## src/rtl/txdma_pkg.sv

```systemverilog
// Package: shared state encoding and field positions for the transmit DMA unit.
// Assumes word-wide memory with 16-bit-or-wider words; flag bits sit at the word MSB.
package txdma_pkg;

    typedef enum logic [3:0] {
        S_IDLE,
        S_SCB_CMD,
        S_SCB_PTR,
        S_CB_HDR,
        S_CB_LINK,
        S_CB_TBD,
        S_TD_CNT,
        S_TD_NEXT,
        S_TD_BUF,
        S_BURST,
        S_STATUS
    } tx_state_t;

    localparam int          OPW      = 3;     // opcode field width in a command header
    localparam logic [2:0]  OP_XMIT  = 3'd1;  // transmit opcode
    localparam int          START_BIT = 0;    // start flag in control-block word 0

endpackage

```

## src/rtl/txdma_attn_latch.sv

```systemverilog
// Module: remembers a falling edge on the attention input until the sequencer takes it.
// Assumes attn is already synchronous to clk and held high for at least one cycle.
module txdma_attn_latch (
    input  logic clk,
    input  logic rst_n,
    input  logic attn_i,
    input  logic take_i,
    output logic pend_o
);

    logic attn_q;

    // Delay attn by one cycle for edge detection.
    always_ff @(posedge clk) begin
        if (!rst_n) attn_q <= 1'b0;
        else        attn_q <= attn_i;
    end

    // Set on a falling edge, clear when taken; a new edge wins over a take.
    always_ff @(posedge clk) begin
        if (!rst_n) pend_o <= 1'b0;
        else        pend_o <= (attn_q & ~attn_i) | (pend_o & ~take_i);
    end

endmodule

```

## src/rtl/txdma_addr_gen.sv

```systemverilog
// Module: picks the memory address for the current sequencer state.
// Assumes each structure is read as consecutive words from its base pointer.
module txdma_addr_gen
    import txdma_pkg::*;
#(
    parameter int             AW       = 16,
    parameter logic [AW-1:0]  SCB_BASE = '0
) (
    input  tx_state_t         state_i,
    input  logic [AW-1:0]     cmd_ptr_i,
    input  logic [AW-1:0]     td_ptr_i,
    input  logic [AW-1:0]     buf_ptr_i,
    output logic [AW-1:0]     addr_o
);

    localparam logic [AW-1:0] ONE = AW'(1);
    localparam logic [AW-1:0] TWO = AW'(2);

    // Address multiplexer over the structure being walked.
    always_comb begin
        case (state_i)
            S_SCB_CMD: addr_o = SCB_BASE;
            S_SCB_PTR: addr_o = SCB_BASE + ONE;
            S_CB_HDR:  addr_o = cmd_ptr_i;
            S_CB_LINK: addr_o = cmd_ptr_i + ONE;
            S_CB_TBD:  addr_o = cmd_ptr_i + TWO;
            S_TD_CNT:  addr_o = td_ptr_i;
            S_TD_NEXT: addr_o = td_ptr_i + ONE;
            S_TD_BUF:  addr_o = td_ptr_i + TWO;
            S_BURST:   addr_o = buf_ptr_i;
            S_STATUS:  addr_o = SCB_BASE + TWO;
            default:   addr_o = '0;
        endcase
    end

endmodule

```

## src/rtl/txdma_seq.sv

```systemverilog
// Module: command/descriptor sequencer; walks the control block, command list and
// descriptor chains, bursts buffer words to the FIFO and writes the final status.
// Assumes AW <= DW so pointers fit a memory word; read data is valid with mem_ack.
module txdma_seq
    import txdma_pkg::*;
#(
    parameter int             AW       = 16,
    parameter int             DW       = 16,
    parameter logic [AW-1:0]  SCB_BASE = '0
) (
    input  logic              clk,
    input  logic              rst_n,
    input  logic              start_i,
    output logic              take_o,
    output logic              mem_req,
    output logic              mem_we,
    output logic [AW-1:0]     mem_addr,
    output logic [DW-1:0]     mem_wdata,
    input  logic              mem_ack,
    input  logic [DW-1:0]     mem_rdata,
    output logic              fifo_wr,
    output logic [DW-1:0]     fifo_data,
    input  logic              fifo_full,
    output logic              busy
);

    localparam int CW = DW - 1;               // count / status field width
    localparam logic [CW-1:0] CNT_ONE = CW'(1);

    tx_state_t     state;
    logic [AW-1:0] cmd_ptr, cb_link, td_ptr, td_next, buf_ptr;
    logic [CW-1:0] remain, moved;
    logic          last_cmd, is_xmit, last_td;
    logic          hit;
    tx_state_t     after_cmd, after_buf;

    // Request/handshake outputs decoded from state; bursts pause on a full FIFO.
    always_comb begin
        busy      = (state != S_IDLE);
        mem_req   = busy && !(state == S_BURST && fifo_full);
        mem_we    = (state == S_STATUS);
        mem_wdata = {1'b1, moved};
        hit       = mem_req && mem_ack;
        fifo_wr   = (state == S_BURST) && hit;
        fifo_data = mem_rdata;
        take_o    = (state == S_IDLE) && start_i;
        after_cmd = last_cmd ? S_STATUS : S_CB_HDR;
        after_buf = last_td ? after_cmd : S_TD_CNT;
    end

    txdma_addr_gen #(.AW(AW), .SCB_BASE(SCB_BASE)) u_addr (
        .state_i   (state),
        .cmd_ptr_i (cmd_ptr),
        .td_ptr_i  (td_ptr),
        .buf_ptr_i (buf_ptr),
        .addr_o    (mem_addr)
    );

    // Main walk: one state per word fetched, advancing on each acknowledge.
    always_ff @(posedge clk) begin
        if (!rst_n) begin
            state    <= S_IDLE;
            cmd_ptr  <= '0;
            cb_link  <= '0;
            td_ptr   <= '0;
            td_next  <= '0;
            buf_ptr  <= '0;
            remain   <= '0;
            moved    <= '0;
            last_cmd <= 1'b0;
            is_xmit  <= 1'b0;
            last_td  <= 1'b0;
        end else begin
            case (state)
                S_IDLE: if (start_i) state <= S_SCB_CMD;
                S_SCB_CMD: if (hit) state <= mem_rdata[START_BIT] ? S_SCB_PTR : S_IDLE;
                S_SCB_PTR: if (hit) begin
                    cmd_ptr <= mem_rdata[AW-1:0];
                    moved   <= '0;
                    state   <= S_CB_HDR;
                end
                S_CB_HDR: if (hit) begin
                    last_cmd <= mem_rdata[DW-1];
                    is_xmit  <= (mem_rdata[OPW-1:0] == OP_XMIT);
                    state    <= S_CB_LINK;
                end
                S_CB_LINK: if (hit) begin
                    cb_link <= mem_rdata[AW-1:0];
                    if (is_xmit) begin
                        state <= S_CB_TBD;
                    end else begin
                        if (!last_cmd) cmd_ptr <= mem_rdata[AW-1:0];
                        state <= after_cmd;
                    end
                end
                S_CB_TBD: if (hit) begin
                    td_ptr <= mem_rdata[AW-1:0];
                    state  <= S_TD_CNT;
                end
                S_TD_CNT: if (hit) begin
                    remain  <= mem_rdata[CW-1:0];
                    last_td <= mem_rdata[DW-1];
                    state   <= S_TD_NEXT;
                end
                S_TD_NEXT: if (hit) begin
                    td_next <= mem_rdata[AW-1:0];
                    state   <= S_TD_BUF;
                end
                S_TD_BUF: if (hit) begin
                    buf_ptr <= mem_rdata[AW-1:0];
                    if (remain != '0) begin
                        state <= S_BURST;
                    end else begin
                        if (!last_td) td_ptr <= td_next;
                        else if (!last_cmd) cmd_ptr <= cb_link;
                        state <= after_buf;
                    end
                end
                S_BURST: if (hit) begin
                    buf_ptr <= buf_ptr + AW'(1);
                    remain  <= remain - CNT_ONE;
                    moved   <= moved + CNT_ONE;
                    if (remain == CNT_ONE) begin
                        if (!last_td) td_ptr <= td_next;
                        else if (!last_cmd) cmd_ptr <= cb_link;
                        state <= after_buf;
                    end
                end
                S_STATUS: if (hit) state <= S_IDLE;
                default: state <= S_IDLE;
            endcase
        end
    end

endmodule

```

## src/rtl/txdma_engine.sv

```systemverilog
// Module: top of the transmit DMA command unit; joins the attention latch to the
// sequencer and exposes the memory master, FIFO write and busy ports.
// Assumes one memory port shared by all fetches, status write and buffer bursts.
module txdma_engine #(
    parameter int             AW       = 16,
    parameter int             DW       = 16,
    parameter logic [AW-1:0]  SCB_BASE = '0
) (
    input  logic              clk,
    input  logic              rst_n,
    input  logic              attn,
    output logic              mem_req,
    output logic              mem_we,
    output logic [AW-1:0]     mem_addr,
    output logic [DW-1:0]     mem_wdata,
    input  logic              mem_ack,
    input  logic [DW-1:0]     mem_rdata,
    output logic              fifo_wr,
    output logic [DW-1:0]     fifo_data,
    input  logic              fifo_full,
    output logic              busy
);

    logic pend, take;

    txdma_attn_latch u_attn (
        .clk    (clk),
        .rst_n  (rst_n),
        .attn_i (attn),
        .take_i (take),
        .pend_o (pend)
    );

    txdma_seq #(.AW(AW), .DW(DW), .SCB_BASE(SCB_BASE)) u_seq (
        .clk       (clk),
        .rst_n     (rst_n),
        .start_i   (pend),
        .take_o    (take),
        .mem_req   (mem_req),
        .mem_we    (mem_we),
        .mem_addr  (mem_addr),
        .mem_wdata (mem_wdata),
        .mem_ack   (mem_ack),
        .mem_rdata (mem_rdata),
        .fifo_wr   (fifo_wr),
        .fifo_data (fifo_data),
        .fifo_full (fifo_full),
        .busy      (busy)
    );

endmodule

```

## config.mk

```make
export PLATFORM = sky130hd
export DESIGN_NAME = txdma_engine
export DESIGN_NICKNAME = d
export VERILOG_FILES = /design/src/rtl/txdma_pkg.sv /design/src/rtl/txdma_attn_latch.sv /design/src/rtl/txdma_addr_gen.sv /design/src/rtl/txdma_seq.sv /design/src/rtl/txdma_engine.sv
export SDC_FILE = /design/constraint.sdc
export NUM_CORES = 1
export LEC_CHECK = 0
export BUFFER_PORTS_ARGS = -buffer_cell sky130_fd_sc_hd__buf_2
export CAP_MARGIN = 20
export CORE_MARGIN = 5
export CORE_UTILIZATION = 65
export DETAILED_ROUTE_END_ITERATION = 10
export GPL_TIMING_DRIVEN = 0
export PLACE_DENSITY = 0.84
export SKIP_LAST_GASP = 1
export SLEW_MARGIN = 10
export SYNTH_ARGS = -nofsm -noshare
export SYNTH_HDL_FRONTEND = slang
export SYNTH_SLANG_ARGS = --single-unit
```

## constraint.sdc

```tcl
create_clock -name clk -period 5 [get_ports clk]
set_input_delay 1 -clock clk [delete_from_list [all_inputs] [get_ports clk]]
set_output_delay 1 -clock clk [all_outputs]
set_load 0.05 [all_outputs]
```

### Word-level counts from Yosys, hierarchy flattened

Index checks and enable logic that the tools add are counted.

* flip-flop bits (word level): 119
* bits in latches: 0
* memory bits (writable): 0
* memory bits (read-only): 0
* input bits: 21
* output and inout port bits: 52
* word-level logic and storage cells: 120
* memories: 0

* $add $sub $neg: 7
* multipliers: 0
* div/mod/pow operators: 0
* $lt $le $gt $ge: 0
* equality and inequality tests: 27
* shift-type cells: 0
* mux-type cells: 44
* bitwise logic cells: 5
* reduce and logical (&&, ||, !) cells: 24

Operator list (number)
* two-way mux 16 bit: 16
* one-hot mux 16 bit (9 select lines): 1
* two-way mux 4 bit: 16
* one-hot mux 16 bit (4 select lines): 1
* two-way mux 15 bit: 4
* one-hot mux 15 bit (2 select lines): 2
* adder 16 x 1 -> 16 bit (second input constant): 3
* one-hot mux 16 bit (3 select lines): 1
* one-hot mux 4 bit (11 select lines): 1
* adder 16 x 2 -> 16 bit (second input constant): 2
* one-hot mux 16 bit (2 select lines): 1
* != test 2 x 1 -> 1 bit (second input constant): 10
* equality test 4 x 3 -> 1 bit (second input constant): 4
* adder 15 x 1 -> 15 bit (second input constant): 1
* equality test 15 x 1 -> 1 bit (second input constant): 1
* nonzero test 15 bit: 1
* subtractor 15 x 1 -> 15 bit (second input constant): 1
* equality test 4 bit (second input constant): 3
* AND reduction 12 bit: 1
* != test 2 bit (second input constant): 5
* AND reduction 3 bit: 3
* AND reduction 9 bit: 1
* equality test 4 x 2 -> 1 bit (second input constant): 2
* AND reduction 2 bit: 4
* 13 further kinds: 22

### Depth between registers and ports, before layout

* depth after elaboration: 7
* depth in mapped cells: 14
* gate-level depth less buffers: 10

### Hierarchy

From an unflattened synthesis, not the netlist that was laid out.

* cells, all modules: 1128
* area total of the unflattened synthesis: 8251.7 sq um

By module, submodules not included
* txdma_seq: times used 1, cells an instance 814, area an instance 6258.5 sq um, seq. area each 2342.2 sq um
* txdma_addr_gen: times used 1, cells an instance 308, area an instance 1921.8 sq um, seq. area each 0.0 sq um
* txdma_attn_latch: times used 1, cells an instance 6, area an instance 71.3 sq um, seq. area each 40.0 sq um

### Worst setup path before layout

Ideal clock, no wire load.

* kind: register to output
* start point: reg u_seq.state[1]
* end point: out mem_addr[14]
* data arrival time: 3.400 ns
* required time: 4.000 ns
* slack: 0.600 ns
* cell stages (with the launch flop): 14
* path buffers: 3
* cells stage by stage: dfxtp_1 buf_2 buf_2 nand4b_1 clkbuf_1 nand2_1 nand2_1 ha_1 and3_1 and3_1 a21oi_1 nor3_1 xor2_1 o21ai_0

* cells in the longest elaborated chain, start to end: 2
* elaborated cells on any way between the ends: 10
* classes of those cells: eq/ne (9); mux (1)

Ends and longest elaborated chain
* from (decl): line txdma_seq.sv:30 `tx_state_t state;`
* from (signal assigned): line txdma_seq.sv:76 `S_SCB_CMD: if (hit) state <= mem_rdata[START_BIT] ? S_SCB_PTR : S_IDLE;`
* from (signal assigned): line txdma_seq.sv:93 `state <= after_cmd;`
* from (signal assigned): line txdma_seq.sv:116 `state <= after_buf;`
* equality test 4 bit (tied with other cells): line txdma_addr_gen.sv:21 `case (state_i)`
* one-hot mux 16 bit (9 select lines) (*): line txdma_addr_gen.sv:21
* to (decl): line txdma_engine.sv:14 `output logic [AW-1:0] mem_addr,`

Mark *: on every way between the ends. The rest lies on a longest branch, timed or not.

### Worst setup path after layout

* start point: reg u_seq.state[1]
* end point: out mem_addr[15]

The elaborated chain is that of the path after synthesis.

==> flow_summary.html <==
<table>
<tr><th>Metric</th><th>Value</th></tr>
<tr><th colspan="2">Timing</th></tr>
<tr><td># setup viols final</td><td>0</td></tr>
<tr><td>Setup repair after global routing missed its margin</td><td>yes</td></tr>
<tr><td>Min Clock Period, post-route</td><td>approximately 5 ns</td></tr>
<tr><td>Transition time at the pin with the least slew margin</td><td>~0.9 ns</td></tr>
<tr><td>Fraction of the cycle the final worst path needs</td><td>0.998</td></tr>
<tr><td>Slew Limit Fails</td><td>0</td></tr>
<tr><td>Timing-limited maximum frequency</td><td>0.200 GHz</td></tr>
<tr><td>Max-Slew Margin vs Limit</td><td>0.393</td></tr>
<tr><td>Setup clock skew after layout</td><td>0.00492 ns</td></tr>
<tr><td>Worst-case hold slack</td><td>0.478 ns</td></tr>
<tr><td>Final worst slack</td><td>0.00983 ns</td></tr>
<tr><td>Final Hold Fails</td><td>0</td></tr>
<tr><th colspan="2">Logic synthesis</th></tr>
<tr><td>Compound-Gate Fraction of Synth Area</td><td>0.222</td></tr>
<tr><td>Main area contributors after synthesis</td><td>sky130_fd_sc_hd__dfxtp_1 31%, sky130_fd_sc_hd__nand2_1 6.5%, sky130_fd_sc_hd__nor2_1 5.9%, sky130_fd_sc_hd__mux2i_1 5.8%, sky130_fd_sc_hd__a21oi_1 3.8%</td></tr>
<tr><td>Synth Register Bits</td><td>around 120</td></tr>
<tr><td>Largest family of logic cells by synthesized area</td><td>simple AND/OR/NAND/NOR gates</td></tr>
<tr><td>Post-synth EDFFs</td><td>0</td></tr>
<tr><td>Proportion of netlist area held by the largest area contributor</td><td>0.308</td></tr>
<tr><td>Cells after synthesis</td><td>around 1100</td></tr>
<tr><td>Primary FF master, synth</td><td>sky130_fd_sc_hd__dfxtp_1</td></tr>
<tr><td>Syn nets</td><td>1077</td></tr>
<tr><td>Post-Synth Simple-Gate Area</td><td>0.285</td></tr>
<tr><td>Share of cell area taken by muxes after synthesis</td><td>0.0626</td></tr>
<tr><td>Cell area after technology mapping</td><td>7740 µm²</td></tr>
<tr><td>Number of unique standard cell types used by synthesis</td><td>71</td></tr>
<tr><td>Async set or reset register ratio after synthesis</td><td>0</td></tr>
<tr><td>Dominant cell type by area after synthesis</td><td>sky130_fd_sc_hd__dfxtp_1</td></tr>
<tr><td>Share of synthesized area occupied by flip-flops and latches</td><td>0.308</td></tr>
<tr><td>Fraction of the mapped netlist area in adder cells</td><td>0.00970</td></tr>
<tr><td>Mean instance size in the synthesized netlist</td><td>7.37 µm²</td></tr>
<tr><td>Xor/xnor share of the synthesized area</td><td>0.0374</td></tr>
<tr><td>Number of warnings printed during yosys synthesis</td><td>0</td></tr>
<tr><th colspan="2">Place</th></tr>
<tr><td>Estimated wirelength of the detail-placed design</td><td>20300 µm</td></tr>
<tr><td>Worst slack at placement</td><td>a little under 0.5 ns</td></tr>
<tr><td>PortBufs</td><td>between 70 and 80</td></tr>
<tr><td>Placed instance area</td><td>8270 µm²</td></tr>
<tr><td>RePlAce Congestion</td><td>approximately 1.1</td></tr>
<tr><th colspan="2">Pwr</th></tr>
<tr><td>Power density cells</td><td>between 400 and 500 nW/µm²</td></tr>
<tr><td>Largest vdd supply drop</td><td>0.324 mV</td></tr>
<tr><td>Total design power</td><td>roughly 4.4 mW</td></tr>
<tr><td>Static leakage power</td><td>3.72 nW</td></tr>
<tr><th colspan="2">Layout</th></tr>
<tr><td>Filler Cells Inserted</td><td>873</td></tr>
<tr><td>Synth-to-Final Area Change</td><td>15.1%</td></tr>
<tr><td>Share of layout cells above drive strength 1</td><td>0.142</td></tr>
<tr><td>Area used by multi-input combinational logic</td><td>~4800 µm²</td></tr>
<tr><td>Post-route design area</td><td>8900 µm²</td></tr>
<tr><td>Storage cell area</td><td>2380 µm²</td></tr>
<tr><td>Commonest non-fill, non-tap cell in the layout</td><td>sky130_fd_sc_hd__nand2_1</td></tr>
<tr><td>Net count, final</td><td>between 1000 and 1500</td></tr>
<tr><td>Most frequent cells in the layout</td><td>133 x sky130_fd_sc_hd__nand2_1, 121 x sky130_fd_sc_hd__nor2_1, 119 x sky130_fd_sc_hd__dfxtp_1</td></tr>
<tr><td>Diode insertion count for antenna repair</td><td>0</td></tr>
<tr><th colspan="2">Clocking</th></tr>
<tr><td>CTS tree</td><td>yes</td></tr>
<tr><td>PostCTS Resize Cnt</td><td>0</td></tr>
<tr><td>Buffers from clock root to sink, at most</td><td>2</td></tr>
<tr><td># H-tree levels</td><td>4</td></tr>
<tr><td>Setup Fix Bufs, Post-CTS</td><td>0</td></tr>
<tr><td>Clk_lat worst skew</td><td>0.43 ns</td></tr>
<tr><td>Root Driver</td><td>sky130_fd_sc_hd__clkbuf_16</td></tr>
<tr><td>Clock-pin slew of the registers on the worst-case setup and hold paths</td><td>0.06 ns</td></tr>
<tr><td>Clock net sink count</td><td>119</td></tr>
<tr><td>Inserted Clock Buffers</td><td>17</td></tr>
<tr><td>Total of hold buffers inserted after clock tree synthesis</td><td>0</td></tr>
<tr><th colspan="2">Route</th></tr>
<tr><td>DR DRC count</td><td>0</td></tr>
<tr><td>Ratio of routed vias to standard cells</td><td>~6.9</td></tr>
<tr><td>Final routed wire length divided by cell count</td><td>22.1 µm</td></tr>
<tr><td>Overall via count from detail_route</td><td>8962</td></tr>
<tr><td>Initial DRC Count</td><td>1617</td></tr>
<tr><td>Final routed wirelength across all metal layers</td><td>28600 µm</td></tr>
<tr><td>Remaining antenna violation count after routing</td><td>0</td></tr>
<tr><td>Detailed-routing iteration count for the pre-antenna-repair pass</td><td>6</td></tr>
<tr><th colspan="2">Setup path</th></tr>
<tr><td>Max stage delay on crit path</td><td>0.70 ns</td></tr>
<tr><td>Cells along the critical path</td><td>buf_2 -&gt; buf_2 -&gt; nor4b_1 -&gt; clkbuf_2 -&gt; nand2_1 -&gt; nand2_1 -&gt; ha_1 -&gt; clkbuf_1 -&gt; o21a_1 -&gt; o21ai_1 -&gt; xor2_1 -&gt; a211o_1 -&gt; buf_2</td></tr>
<tr><td>Worst path most repeated cell</td><td>sky130_fd_sc_hd__buf_2</td></tr>
<tr><td>Slowest stage cell, crit path</td><td>sky130_fd_sc_hd__nor4b_1</td></tr>
<tr><td>Worst endpoint required time</td><td>4.00 ns</td></tr>
<tr><td>Type of the worst setup path</td><td>flop to primary output</td></tr>
<tr><td>Worst Setup End Kind</td><td>primary output</td></tr>
<tr><td>Startpoint type of the worst setup path</td><td>flop</td></tr>
<tr><td>Largest fanout on the critical path</td><td>10</td></tr>
<tr><td>Data arrival, critical path</td><td>3.99 ns</td></tr>
<tr><th colspan="2">Hold path</th></tr>
<tr><td>Worst hold path class</td><td>flop to flop</td></tr>
<tr><th colspan="2">Floorplan</th></tr>
<tr><td>Standard cell core area</td><td>11600 µm²</td></tr>
<tr><td>Vertical die dimension</td><td>roughly 120 µm</td></tr>
<tr><td>Starting Density</td><td>0.669</td></tr>
<tr><td>Top-level port count</td><td>73</td></tr>
<tr><td>Std-Cell Rows</td><td>39</td></tr>
<tr><td>Die Outline Area</td><td>14200 µm²</td></tr>
<tr><td>Die Wd</td><td>around 120 µm</td></tr>
<tr><th colspan="2">GRT</th></tr>
<tr><td>Met2 usage in global routing</td><td>0.603</td></tr>
<tr><td>Met3 Use GR</td><td>0.105</td></tr>
<tr><td>Gr busiest metal</td><td>met2</td></tr>
<tr><td>Aggregate global routing overflow</td><td>0</td></tr>
<tr><td>Met1 capacity usage during global routing</td><td>0.512</td></tr>
<tr><td>Total Routing Usage GR</td><td>0.397</td></tr>
<tr><td>Largest net degree at the start of global routing</td><td>17</td></tr>
<tr><td>Number of global-route vias before repair</td><td>slightly above 8000</td></tr>
<tr><td>Wire length of the first global-routing pass</td><td>44800 µm</td></tr>
<tr><td>Antenna violations before repair</td><td>0</td></tr>
<tr><th colspan="2">Outcome</th></tr>
<tr><td>Outcome</td><td>finished clean</td></tr>
<tr><th colspan="2">Job</th></tr>
<tr><td># Max-Cap Violations</td><td>0</td></tr>
</table>
[critical path: cells and delay by family, from the launching register on]
kind | cells | cell delay, ns
flip-flops | 1 | 0.29
adder cells (fa/ha/maj) | 1 | 0.14
AND/OR/NAND/NOR | 3 | 0.89
buffers and inverters | 5 | 1.31
AO/OA/AOI/OAI | 3 | 0.73
XOR/XNOR | 1 | 0.18
[worst paths after layout]
check,startpoint,end,slack [ns],depth (start not counted)
max,u_seq.state[1],mem_addr[15],0.01,13
min,u_seq.remain[13],u_seq.remain[13],0.48,2
min reg2reg,u_seq.remain[13],u_seq.remain[13],0.48,2
max reg2reg,u_seq.state[3],u_seq.cmd_ptr[13],1.94,8
[cells by family after synthesis]
kind of cell | after synthesis
AOI/OAI and AO/OA | 264
other | 1
adders and majority gates | 6
and+or+nand+nor | 456
DFF | 119
xor gates and xnor gates | 33
muxes | 48
buffers and inverters | 123
[metrics by stage]
step / setup TNS, ns / utilization / instances
after floorplan: 0 / - / 1050
after global placement: 0 / 0.715 / 1264
after detailed placement: 0 / 0.715 / 1264
after CTS: 0 / 0.770 / 1296
after global routing: -0.0178 / 0.770 / 1295
final: 0 / 0.770 / 1295
[synth_stat cells, drive strengths merged (19+ instances only)]
cell type and count:
nor2 121, buf 47, a22oi 19, nand2 133, o31ai 21, nand3 57, dfxtp 119, clkbuf 60
and3 25, mux2i 45, a21oi 59, o21ai 62, nor3 47, a21boi 20
[state kept, by name, indices dropped and copies added (netlist names), 4 cells and up]
| signal | count |
|---|---|
| u_seq.buf_ptr | 16 |
| u_seq.cb_link | 16 |
| u_seq.cmd_ptr | 16 |
| u_seq.moved | 15 |
| u_seq.remain | 15 |
| u_seq.state | 4 |
| u_seq.td_next | 16 |
| u_seq.td_ptr | 16 |
[where the power goes]
group	internal, mW	switching [mW]	total, mW
sequential	1.08	0.114	1.19
clock	0.834	0.477	1.31
combinational	0.579	1.35	1.93
[final cells by class]
| class | count | share of cell area |
|---|---|---|
| tap | 143 | 0.0201 |
| inverter | 16 | 0.00675 |
| buffer | 106 | 0.0582 |
| multi-input combinational | 808 | 0.537 |
| sequential | 119 | 0.268 |
| clock buffer | 17 | 0.0478 |
| timing repair buffer | 71 | 0.0399 |
| clock inverter | 15 | 0.0228 |
[layer usage]
metal | up-vias | wire, µm
met5 | - | 0
met4 | 0 | 1710
li1 | 3945 | -
met3 | 162 | 3560
met2 | 757 | 12400
met1 | 4098 | 10900
No activity file was read; power rests on OpenSTA's default activity.
